[config.mk]
export PLATFORM = sky130hd
export DESIGN_NAME = tmon_top
export DESIGN_NICKNAME = d
export VERILOG_FILES = /design/src/rtl/tmon_pkg.sv /design/src/rtl/tmon_chan.sv /design/src/rtl/tmon_regs.sv /design/src/rtl/tmon_irq.sv /design/src/rtl/tmon_top.sv
export SDC_FILE = /design/constraint.sdc
export NUM_CORES = 2
export LEC_CHECK = 0
export ABC_CLOCK_PERIOD_IN_PS = 6000
export BUFFER_PORTS_ARGS = -buffer_cell sky130_fd_sc_hd__buf_2
export CORE_ASPECT_RATIO = 0.75
export CORE_MARGIN = 2
export CORE_UTILIZATION = 51
export DETAILED_ROUTE_END_ITERATION = 8
export PLACE_DENSITY = 0.76
export SETUP_SLACK_MARGIN = 0.2
export SYNTH_ARGS = -nofsm -noshare
export SYNTH_HDL_FRONTEND = slang
export SYNTH_SLANG_ARGS = --single-unit
[constraint.sdc]
create_clock -name clk -period 6 [get_ports clk]
set_clock_uncertainty 0.15 [all_clocks]
set_input_delay 0.6 -clock clk [delete_from_list [all_inputs] [get_ports clk]]
set_output_delay 0.6 -clock clk [all_outputs]
set_load 0.005 [all_outputs]
[src/rtl/tmon_pkg.sv]
package tmon_pkg;

    localparam int CODE_W = 12;
    localparam int DATA_W = 32;
    localparam int ADDR_W = 8;

    // Address regions, selected by bus_addr[7:4]
    localparam logic [3:0] RG_GLOBAL = 4'h0;
    localparam logic [3:0] RG_STAT   = 4'h1;
    localparam logic [3:0] RG_THR    = 4'h2;
    localparam logic [3:0] RG_CRIT   = 4'h3;

    // Global word offsets, selected by bus_addr[3:0]
    localparam logic [3:0] G_CTRL   = 4'h0;
    localparam logic [3:0] G_IEN    = 4'h1;
    localparam logic [3:0] G_ULCLR  = 4'h2;
    localparam logic [3:0] G_ULMASK = 4'h3;
    localparam logic [3:0] G_CRCLR  = 4'h4;
    localparam logic [3:0] G_CRMASK = 4'h5;
    localparam logic [3:0] G_CRSTAT = 4'h6;

    // Field positions
    localparam int ST_LO_BIT    = 17;
    localparam int ST_HI_BIT    = 18;
    localparam int ST_CR_BIT    = 19;
    localparam int ST_SEEN_BIT  = 21;
    localparam int THR_HI_LSB   = 12;
    localparam int UL_HI_LSB    = 16;
    localparam int CM_CYC_BIT   = 30;
    localparam int CM_BARK_BIT  = 31;
    localparam int IE_LO        = 0;
    localparam int IE_HI        = 1;
    localparam int IE_CR        = 2;

    typedef struct packed {
        logic [CODE_W-1:0] code;
        logic              lo;
        logic              hi;
        logic              crit;
        logic              seen;
    } chan_st_t;

endpackage

[src/rtl/tmon_chan.sv]
module tmon_chan
    import tmon_pkg::*;
(
    input  logic              clk,
    input  logic              rst_n,
    input  logic              gate_en,
    input  logic              samp_vld,
    input  logic [CODE_W-1:0] samp_code,
    input  logic [CODE_W-1:0] thr_lo,
    input  logic [CODE_W-1:0] thr_hi,
    input  logic [CODE_W-1:0] thr_cr,
    input  logic              clr_lo,
    input  logic              clr_hi,
    input  logic              clr_cr,
    output chan_st_t          st_o
);

    chan_st_t st_d, st_q;
    logic take, at_lo, at_hi, at_cr;

    always_comb begin
        take  = gate_en & samp_vld;
        at_lo = $signed(samp_code) <= $signed(thr_lo);
        at_hi = $signed(samp_code) >= $signed(thr_hi);
        at_cr = $signed(samp_code) >= $signed(thr_cr);
        st_d  = st_q;
        if (clr_lo) st_d.lo   = 1'b0;
        if (clr_hi) st_d.hi   = 1'b0;
        if (clr_cr) st_d.crit = 1'b0;
        if (take) begin
            st_d.code = samp_code;
            st_d.seen = 1'b1;
            if (at_lo) st_d.lo   = 1'b1;
            if (at_hi) st_d.hi   = 1'b1;
            if (at_cr) st_d.crit = 1'b1;
        end
    end

    always_ff @(posedge clk or negedge rst_n) begin
        if (!rst_n) st_q <= '0;
        else        st_q <= st_d;
    end

    assign st_o = st_q;

    AST_GATE_OFF_HOLD: assert property (@(posedge clk) disable iff (!rst_n)
        !gate_en |=> ($stable(st_q.code) && $stable(st_q.seen)));
    AST_LO_SETS: assert property (@(posedge clk) disable iff (!rst_n)
        (gate_en && samp_vld && $signed(samp_code) <= $signed(thr_lo)) |=> st_q.lo);
    AST_HI_SETS: assert property (@(posedge clk) disable iff (!rst_n)
        (gate_en && samp_vld && $signed(samp_code) >= $signed(thr_hi)) |=> st_q.hi);
    AST_CR_SETS: assert property (@(posedge clk) disable iff (!rst_n)
        (gate_en && samp_vld && $signed(samp_code) >= $signed(thr_cr)) |=> st_q.crit);
    AST_HI_STICKY: assert property (@(posedge clk) disable iff (!rst_n)
        (st_q.hi && !clr_hi) |=> st_q.hi);
    AST_CLR_DROPS: assert property (@(posedge clk) disable iff (!rst_n)
        (clr_hi && !(gate_en && samp_vld)) |=> !st_q.hi);

endmodule

[src/rtl/tmon_regs.sv]
module tmon_regs
    import tmon_pkg::*;
#(
    parameter int NCH = 16
) (
    input  logic                         clk,
    input  logic                         rst_n,
    input  logic                         bus_we,
    input  logic [ADDR_W-1:0]            bus_addr,
    input  logic [DATA_W-1:0]            bus_wdata,
    output logic [DATA_W-1:0]            bus_rdata,
    input  chan_st_t [NCH-1:0]           st_i,
    input  logic                         bark_st_i,
    output logic                         ctrl_en_o,
    output logic [2:0]                   ien_o,
    output logic [NCH-1:0]               mlo_o,
    output logic [NCH-1:0]               mhi_o,
    output logic [NCH-1:0]               mcr_o,
    output logic                         mbark_o,
    output logic [NCH-1:0][CODE_W-1:0]   tlo_o,
    output logic [NCH-1:0][CODE_W-1:0]   thi_o,
    output logic [NCH-1:0][CODE_W-1:0]   tcr_o,
    output logic [NCH-1:0]               clr_lo_o,
    output logic [NCH-1:0]               clr_hi_o,
    output logic [NCH-1:0]               clr_cr_o,
    output logic                         clr_bark_o
);

    typedef struct packed {
        logic                       en;
        logic [2:0]                 ien;
        logic [NCH-1:0]             mlo;
        logic [NCH-1:0]             mhi;
        logic [NCH-1:0]             mcr;
        logic                       mbark;
        logic                       cyc;
        logic [NCH-1:0][CODE_W-1:0] tlo;
        logic [NCH-1:0][CODE_W-1:0] thi;
        logic [NCH-1:0][CODE_W-1:0] tcr;
    } regs_t;

    regs_t r_d, r_q;
    logic [3:0] rg, idx;

    assign rg  = bus_addr[7:4];
    assign idx = bus_addr[3:0];

    always_comb begin
        r_d        = r_q;
        clr_lo_o   = '0;
        clr_hi_o   = '0;
        clr_cr_o   = '0;
        clr_bark_o = 1'b0;
        if (bus_we) begin
            if (rg == RG_GLOBAL) begin
                case (idx)
                    G_CTRL:   r_d.en  = bus_wdata[0];
                    G_IEN:    r_d.ien = bus_wdata[2:0];
                    G_ULCLR: begin
                        clr_lo_o = bus_wdata[NCH-1:0];
                        clr_hi_o = bus_wdata[UL_HI_LSB +: NCH];
                    end
                    G_ULMASK: begin
                        r_d.mlo = bus_wdata[NCH-1:0];
                        r_d.mhi = bus_wdata[UL_HI_LSB +: NCH];
                    end
                    G_CRCLR: begin
                        clr_cr_o   = bus_wdata[NCH-1:0];
                        clr_bark_o = bus_wdata[CM_BARK_BIT];
                    end
                    G_CRMASK: begin
                        r_d.mcr   = bus_wdata[NCH-1:0];
                        r_d.cyc   = bus_wdata[CM_CYC_BIT];
                        r_d.mbark = bus_wdata[CM_BARK_BIT];
                    end
                    default: ;
                endcase
            end
            for (int i = 0; i < NCH; i++) begin
                if (idx == 4'(i)) begin
                    if (rg == RG_THR) begin
                        r_d.tlo[i] = bus_wdata[CODE_W-1:0];
                        r_d.thi[i] = bus_wdata[THR_HI_LSB +: CODE_W];
                    end
                    if (rg == RG_CRIT) r_d.tcr[i] = bus_wdata[CODE_W-1:0];
                end
            end
        end
    end

    always_comb begin
        bus_rdata = '0;
        if (rg == RG_GLOBAL) begin
            case (idx)
                G_CTRL: bus_rdata[0]   = r_q.en;
                G_IEN:  bus_rdata[2:0] = r_q.ien;
                G_ULMASK: begin
                    bus_rdata[NCH-1:0]          = r_q.mlo;
                    bus_rdata[UL_HI_LSB +: NCH] = r_q.mhi;
                end
                G_CRMASK: begin
                    bus_rdata[NCH-1:0]   = r_q.mcr;
                    bus_rdata[CM_CYC_BIT]  = r_q.cyc;
                    bus_rdata[CM_BARK_BIT] = r_q.mbark;
                end
                G_CRSTAT: begin
                    for (int i = 0; i < NCH; i++) bus_rdata[i] = st_i[i].crit;
                    bus_rdata[CM_BARK_BIT] = bark_st_i;
                end
                default: ;
            endcase
        end
        for (int i = 0; i < NCH; i++) begin
            if (idx == 4'(i)) begin
                if (rg == RG_STAT) begin
                    bus_rdata[CODE_W-1:0] = st_i[i].code;
                    bus_rdata[ST_LO_BIT]   = st_i[i].lo;
                    bus_rdata[ST_HI_BIT]   = st_i[i].hi;
                    bus_rdata[ST_CR_BIT]   = st_i[i].crit;
                    bus_rdata[ST_SEEN_BIT] = st_i[i].seen;
                end
                if (rg == RG_THR) begin
                    bus_rdata[CODE_W-1:0]          = r_q.tlo[i];
                    bus_rdata[THR_HI_LSB +: CODE_W] = r_q.thi[i];
                end
                if (rg == RG_CRIT) bus_rdata[CODE_W-1:0] = r_q.tcr[i];
            end
        end
    end

    always_ff @(posedge clk or negedge rst_n) begin
        if (!rst_n) begin
            r_q       <= '0;
            r_q.mlo   <= '1;
            r_q.mhi   <= '1;
            r_q.mcr   <= '1;
            r_q.mbark <= 1'b1;
            r_q.cyc   <= 1'b1;
        end else begin
            r_q <= r_d;
        end
    end

    assign ctrl_en_o = r_q.en;
    assign ien_o     = r_q.ien;
    assign mlo_o     = r_q.mlo;
    assign mhi_o     = r_q.mhi;
    assign mcr_o     = r_q.mcr;
    assign mbark_o   = r_q.mbark;
    assign tlo_o     = r_q.tlo;
    assign thi_o     = r_q.thi;
    assign tcr_o     = r_q.tcr;

    AST_CTRL_WRITE: assert property (@(posedge clk) disable iff (!rst_n)
        (bus_we && bus_addr == {RG_GLOBAL, G_CTRL}) |=> (ctrl_en_o == $past(bus_wdata[0])));
    AST_CYC_WRITE: assert property (@(posedge clk) disable iff (!rst_n)
        (bus_we && bus_addr == {RG_GLOBAL, G_CRMASK}) |=> (r_q.cyc == $past(bus_wdata[CM_CYC_BIT])));
    AST_NO_WRITE_HOLD: assert property (@(posedge clk) disable iff (!rst_n)
        !bus_we |=> ($stable(ctrl_en_o) && $stable(ien_o) && $stable(mlo_o)));

endmodule

[src/rtl/tmon_irq.sv]
module tmon_irq
    import tmon_pkg::*;
#(
    parameter int NCH = 16
) (
    input  logic           clk,
    input  logic           rst_n,
    input  logic           ctrl_en,
    input  logic [2:0]     ien,
    input  logic [NCH-1:0] st_lo,
    input  logic [NCH-1:0] st_hi,
    input  logic [NCH-1:0] st_cr,
    input  logic [NCH-1:0] mlo,
    input  logic [NCH-1:0] mhi,
    input  logic [NCH-1:0] mcr,
    input  logic           mbark,
    input  logic           bark_in,
    input  logic           clr_bark,
    output logic           bark_st,
    output logic           irq_ul,
    output logic           irq_cr
);

    typedef struct packed {
        logic bark;
        logic ul;
        logic cr;
    } irq_st_t;

    irq_st_t s_d, s_q;
    logic any_lo, any_hi, any_cr, bark_live;

    always_comb begin
        any_lo    = |(st_lo & ~mlo);
        any_hi    = |(st_hi & ~mhi);
        any_cr    = |(st_cr & ~mcr);
        bark_live = s_q.bark & ~mbark;
        s_d.bark  = (s_q.bark & ~clr_bark) | bark_in;
        s_d.ul    = ctrl_en & ((ien[IE_LO] & any_lo) | (ien[IE_HI] & any_hi));
        s_d.cr    = ctrl_en & ien[IE_CR] & (any_cr | bark_live);
    end

    always_ff @(posedge clk or negedge rst_n) begin
        if (!rst_n) s_q <= '0;
        else        s_q <= s_d;
    end

    assign bark_st = s_q.bark;
    assign irq_ul  = s_q.ul;
    assign irq_cr  = s_q.cr;

    AST_UL_GATED: assert property (@(posedge clk) disable iff (!rst_n)
        !ctrl_en |=> !irq_ul);
    AST_CR_MASKED: assert property (@(posedge clk) disable iff (!rst_n)
        ((&mcr) && mbark) |=> !irq_cr);
    AST_BARK_SETS: assert property (@(posedge clk) disable iff (!rst_n)
        bark_in |=> bark_st);
    AST_BARK_STICKY: assert property (@(posedge clk) disable iff (!rst_n)
        (bark_st && !clr_bark) |=> bark_st);

endmodule

[src/rtl/tmon_top.sv]
module tmon_top
    import tmon_pkg::*;
#(
    parameter int NCH = 16
) (
    input  logic                  clk,
    input  logic                  rst_n,
    input  logic [NCH-1:0]        samp_vld,
    input  logic [NCH*CODE_W-1:0] samp_code,
    input  logic                  wd_bark_in,
    input  logic                  bus_we,
    input  logic [ADDR_W-1:0]     bus_addr,
    input  logic [DATA_W-1:0]     bus_wdata,
    output logic [DATA_W-1:0]     bus_rdata,
    output logic                  irq_ul,
    output logic                  irq_crit
);

    chan_st_t [NCH-1:0]         st;
    logic [NCH-1:0]             st_lo, st_hi, st_cr;
    logic                       ctrl_en, mbark, bark_st, clr_bark;
    logic [2:0]                 ien;
    logic [NCH-1:0]             mlo, mhi, mcr, clr_lo, clr_hi, clr_cr;
    logic [NCH-1:0][CODE_W-1:0] tlo, thi, tcr;

    tmon_regs #(.NCH(NCH)) u_regs (
        .clk        (clk),
        .rst_n      (rst_n),
        .bus_we     (bus_we),
        .bus_addr   (bus_addr),
        .bus_wdata  (bus_wdata),
        .bus_rdata  (bus_rdata),
        .st_i       (st),
        .bark_st_i  (bark_st),
        .ctrl_en_o  (ctrl_en),
        .ien_o      (ien),
        .mlo_o      (mlo),
        .mhi_o      (mhi),
        .mcr_o      (mcr),
        .mbark_o    (mbark),
        .tlo_o      (tlo),
        .thi_o      (thi),
        .tcr_o      (tcr),
        .clr_lo_o   (clr_lo),
        .clr_hi_o   (clr_hi),
        .clr_cr_o   (clr_cr),
        .clr_bark_o (clr_bark)
    );

    for (genvar g = 0; g < NCH; g++) begin : g_chan
        tmon_chan u_chan (
            .clk       (clk),
            .rst_n     (rst_n),
            .gate_en   (ctrl_en),
            .samp_vld  (samp_vld[g]),
            .samp_code (samp_code[g*CODE_W +: CODE_W]),
            .thr_lo    (tlo[g]),
            .thr_hi    (thi[g]),
            .thr_cr    (tcr[g]),
            .clr_lo    (clr_lo[g]),
            .clr_hi    (clr_hi[g]),
            .clr_cr    (clr_cr[g]),
            .st_o      (st[g])
        );
        assign st_lo[g] = st[g].lo;
        assign st_hi[g] = st[g].hi;
        assign st_cr[g] = st[g].crit;
    end

    tmon_irq #(.NCH(NCH)) u_irq (
        .clk      (clk),
        .rst_n    (rst_n),
        .ctrl_en  (ctrl_en),
        .ien      (ien),
        .st_lo    (st_lo),
        .st_hi    (st_hi),
        .st_cr    (st_cr),
        .mlo      (mlo),
        .mhi      (mhi),
        .mcr      (mcr),
        .mbark    (mbark),
        .bark_in  (wd_bark_in),
        .clr_bark (clr_bark),
        .bark_st  (bark_st),
        .irq_ul   (irq_ul),
        .irq_cr   (irq_crit)
    );

endmodule

==> results.toml <==
[floorplanning]
die_area_um2 = 112000
die-height_um = 291
pin_count = 286
die_w_um = 386
num_rows = 105
core_region_area_um2 = 109000
initial_utilization_pct = 51.3

[critical_path]
cp-start-kind = "input pin"
crit_path_start = "bus_addr[1]"
worstSetupPathType = "in -> out"
r2r_cells = 4
critPathMaxFanout = 25
worstSetupEndpoint = "bus_rdata[11]"
worstPathArrival_ns = 4.67
cp.required_ns = 5.25
reg2reg_slack_ns = 2.68
crit_path_end_kind = "primary output"
r2r-end = "g_chan[6].u_chan.st_o[2]"
reg2reg_from = "u_regs.ctrl_en_o"

[sta]
rsz0062_at_grt = "no"
max-slew-margin-rel_pct = 14.5
setup_viol = 0
finalSetupTns_ns = 0
hold_viol = 0
max_freq_ghz = 0.184
drv_slew = 0
period_share_pct = 90.4
period_minus_slack_ns = 5.42
worst_pin_slew_ns = 1.28

[clocking]
clock-sinks = 889
cts_made_buffers = 92
htreeDepth = 3
clk_pin_slew_worst_paths_ns = 0.06
cts_root_buf = "clkbuf_16"
cts_tree = "done"
clockBufferDepth = 3
clk_latency_ns = 0.73

[flow_run]
max_cap_violations = 0

[cells_and_area]
drive_above_1_share_pct = 21.7
syn2layout_area_growth_pct = 11.7
final_nets = 6479
fillers = 9174

[routing]
wl_per_cell_um = 33.6
drt_iter0_drc = 6833
drt-total-wl_mm = 242
highest_layer = "met5"
dr_total_vias = 47900
dr_wl_met2_mm = 100
ant_nets = 0
wl_met1_mm = 97.6
drt_first_pass_iters = 7
drcViolationCount = 0
via_per_inst = 6.66
wl_met3_mm = 31.5

[power_and_ir_drop]
ir_drop_v = 0.000201
power_density_nw_per_um2 = 267
power.total_w = 0.0167
p_leak_nw = 29.3

[yosys]
yosysSeqAreaShare_pct = 40.0
ys_warn_count = 0
ys.flop_type = "dfrtp_1"
syn_inst = 5420
syn_nets = 6248
async_reset_ff_share_pct = 100
avgSynthCellArea_um2 = 10.3
synthDistinctLibCells = 71
synth_edf_count = 0
syn-cell-area_um2 = 55800
ys_ff_latch = 889

[global_route]
antenna_found_initial = 24
grt_pass1_vias = 45800
grt_pass1_wl_mm = 341
overflow = 0
grt_usage_pct = 42.6
grt_max_degree = 166

[placed_design]
port_buffers = 285
gp_congestion = 1.08
hpwlAfterDp_mm = 177

[status]
status = "complete, no violations"

[worst_hold_path]
hold_class = "in -> reg"
-- state kept, by name, summed over array words and instances (netlist names) --
| name | flops |
|---|---|
| u_irq.irq_ul | 1 |
| g_chan.u_chan.st_o | 256 |
| u_regs.r_q | 1 |
| u_regs.mcr_o | 16 |
| u_regs.ien_o | 3 |
| u_regs.mhi_o | 16 |
| u_regs.ctrl_en_o | 1 |
| u_regs.tcr_o | 192 |
| u_irq.bark_st | 1 |
| u_regs.tlo_o | 192 |
| u_regs.thi_o | 192 |
| u_regs.mbark_o | 1 |
| u_regs.mlo_o | 16 |
| u_irq.irq_cr | 1 |
-- timing repair --
action,CTS,global route
buffers inserted,0,0
endpoints found under the hold margin,107,0
resized for setup,0,0
hold buffers,2,0
-- layout by cell type (no fill, tap or decap), types with 54 or more instances in the layout --
| cell type | count |
|---|---|
| dfrtp_1 | 838 |
| inv_1 | 644 |
| mux2_2 | 588 |
| ha_1 | 576 |
| nor2_1 | 311 |
| a21oi_1 | 301 |
| buf_2 | 281 |
| nand2_1 | 236 |
| mux2_1 | 229 |
| o21ai_0 | 190 |
| mux2i_1 | 151 |
| o22ai_1 | 150 |
| buf_4 | 138 |
| a21o_1 | 131 |
| a22oi_1 | 113 |
| clkbuf_16 | 94 |
| o21a_1 | 67 |
| nand4_1 | 55 |
| nand2b_1 | 54 |
-- worst min path at each step --
stage	startpoint	endpoint	cells after the start
detailed placement	g_chan[12].u_chan.st_o[0]	g_chan[12].u_chan.st_o[0]	1
global route	bus_wdata[29]	u_regs.mhi_o[13]	2
global placement	g_chan[14].u_chan.st_o[0]	g_chan[14].u_chan.st_o[0]	1
CTS	bus_wdata[28]	u_regs.mhi_o[12]	2
finish	bus_wdata[29]	u_regs.mhi_o[13]	2
floorplan	rst_n	g_chan[0].u_chan.st_o[0]	0
-- area by class of cell --
class | instances | area (µm²) | area share (%)
multi-input cells | 3591 | 29900 | 48.0
flip-flops and latches | 889 | 22300 | 35.8
repair buffers | 432 | 2670 | 4.29
clock buffers | 127 | 2650 | 4.24
inverters | 645 | 2420 | 3.89
well taps | 1444 | 1810 | 2.90
clock inverters | 43 | 534 | 0.857
diodes | 23 | 57.6 | 0.0923
-- cells by family (layout without fill, tap and decap cells) --
group	Yosys count	in the layout	synth area share [%]
AO/OA/AOI/OAI	1242	1242	14.8
multiplexers	968	968	19.2
buffers and inverters	940	1247	6.61
flip-flops	889	889	40.0
AND/OR/NAND/NOR	805	805	6.55
adder cells (fa/ha/maj)	576	576	12.9
other	0	23	0
-- synthesized netlist by cell type, drive strengths merged, types with 6 or more instances --
cell,count,area (µm²)
a2111o,23,259
a2111oi,47,430
a211oi,30,225
a21o,131,983
a21oi,301,1510
a221o,8,80.1
a221oi,20,175
a222oi,7,70.1
a22o,32,280
a22oi,113,848
a31oi,20,125
and2,9,56.3
buf,129,638
clkbuf,166,628
dfrtp,839,21000
dfstp,50,1310
ha,576,7210
inv,645,2420
mux2,817,9200
mux2i,151,1510
nand2,240,906
nand2b,55,344
nand3,30,150
nand4,55,344
nor2,314,1180
nor2b,28,175
nor3,20,126
nor4,36,231
o2111ai,10,87.6
o21a,67,503
o21ai,194,971
o221ai,16,140
o22ai,150,938
o311a,17,170
o31ai,22,165
o32ai,9,78.8
or3,6,37.5
-- metrics by stage --
step           hold WS (ns)  util [%]  setup WS, ns  instance area (µm²)  cells
6_report             0.0380      57.3         0.578                62400   7194
4_1_cts              0.0133      57.2         0.835                62300   7171
2_1_floorplan         0.154         -          2.94                55800   5420
5_1_grt              0.0314      57.2         0.571                62300   7171
3_3_place_gp          0.301      54.3         0.832                59100   6998
3_5_place_dp          0.303      54.3         0.853                59100   6999
-- critical path, cell delays in order --
cell	delay (ns)
buf_2	0.46
buf_4	0.29
nor2b_1	0.21
buf_4	0.22
nand2_1	0.07
buf_4	0.22
nor4_1	0.99
a211oi_1	0.20
a21oi_1	0.47
nor4_1	0.13
o21ai_0	0.56
buf_2	0.23
-- power breakdown --
part           switching [W]  total [W]  internal [W]  leakage [nW]
logic                0.00186    0.00306       0.00119          15.9
clock network        0.00263    0.00620       0.00356          1.57
registers           0.000717    0.00741       0.00669          11.8
total                0.00521     0.0167        0.0115          29.3
-- routing by layer --
| metal | up-vias | global-route usage, % |
|---|---|---|
| met3 | 629 | 12.5 |
| met2 | 3352 | 60.3 |
| met4 | 12 | 18.4 |
| met1 | 24000 | 60.3 |
| li1 | 19900 | - |
| met5 | - | 0 |
No activity file was read; power rests on OpenSTA's default activity.
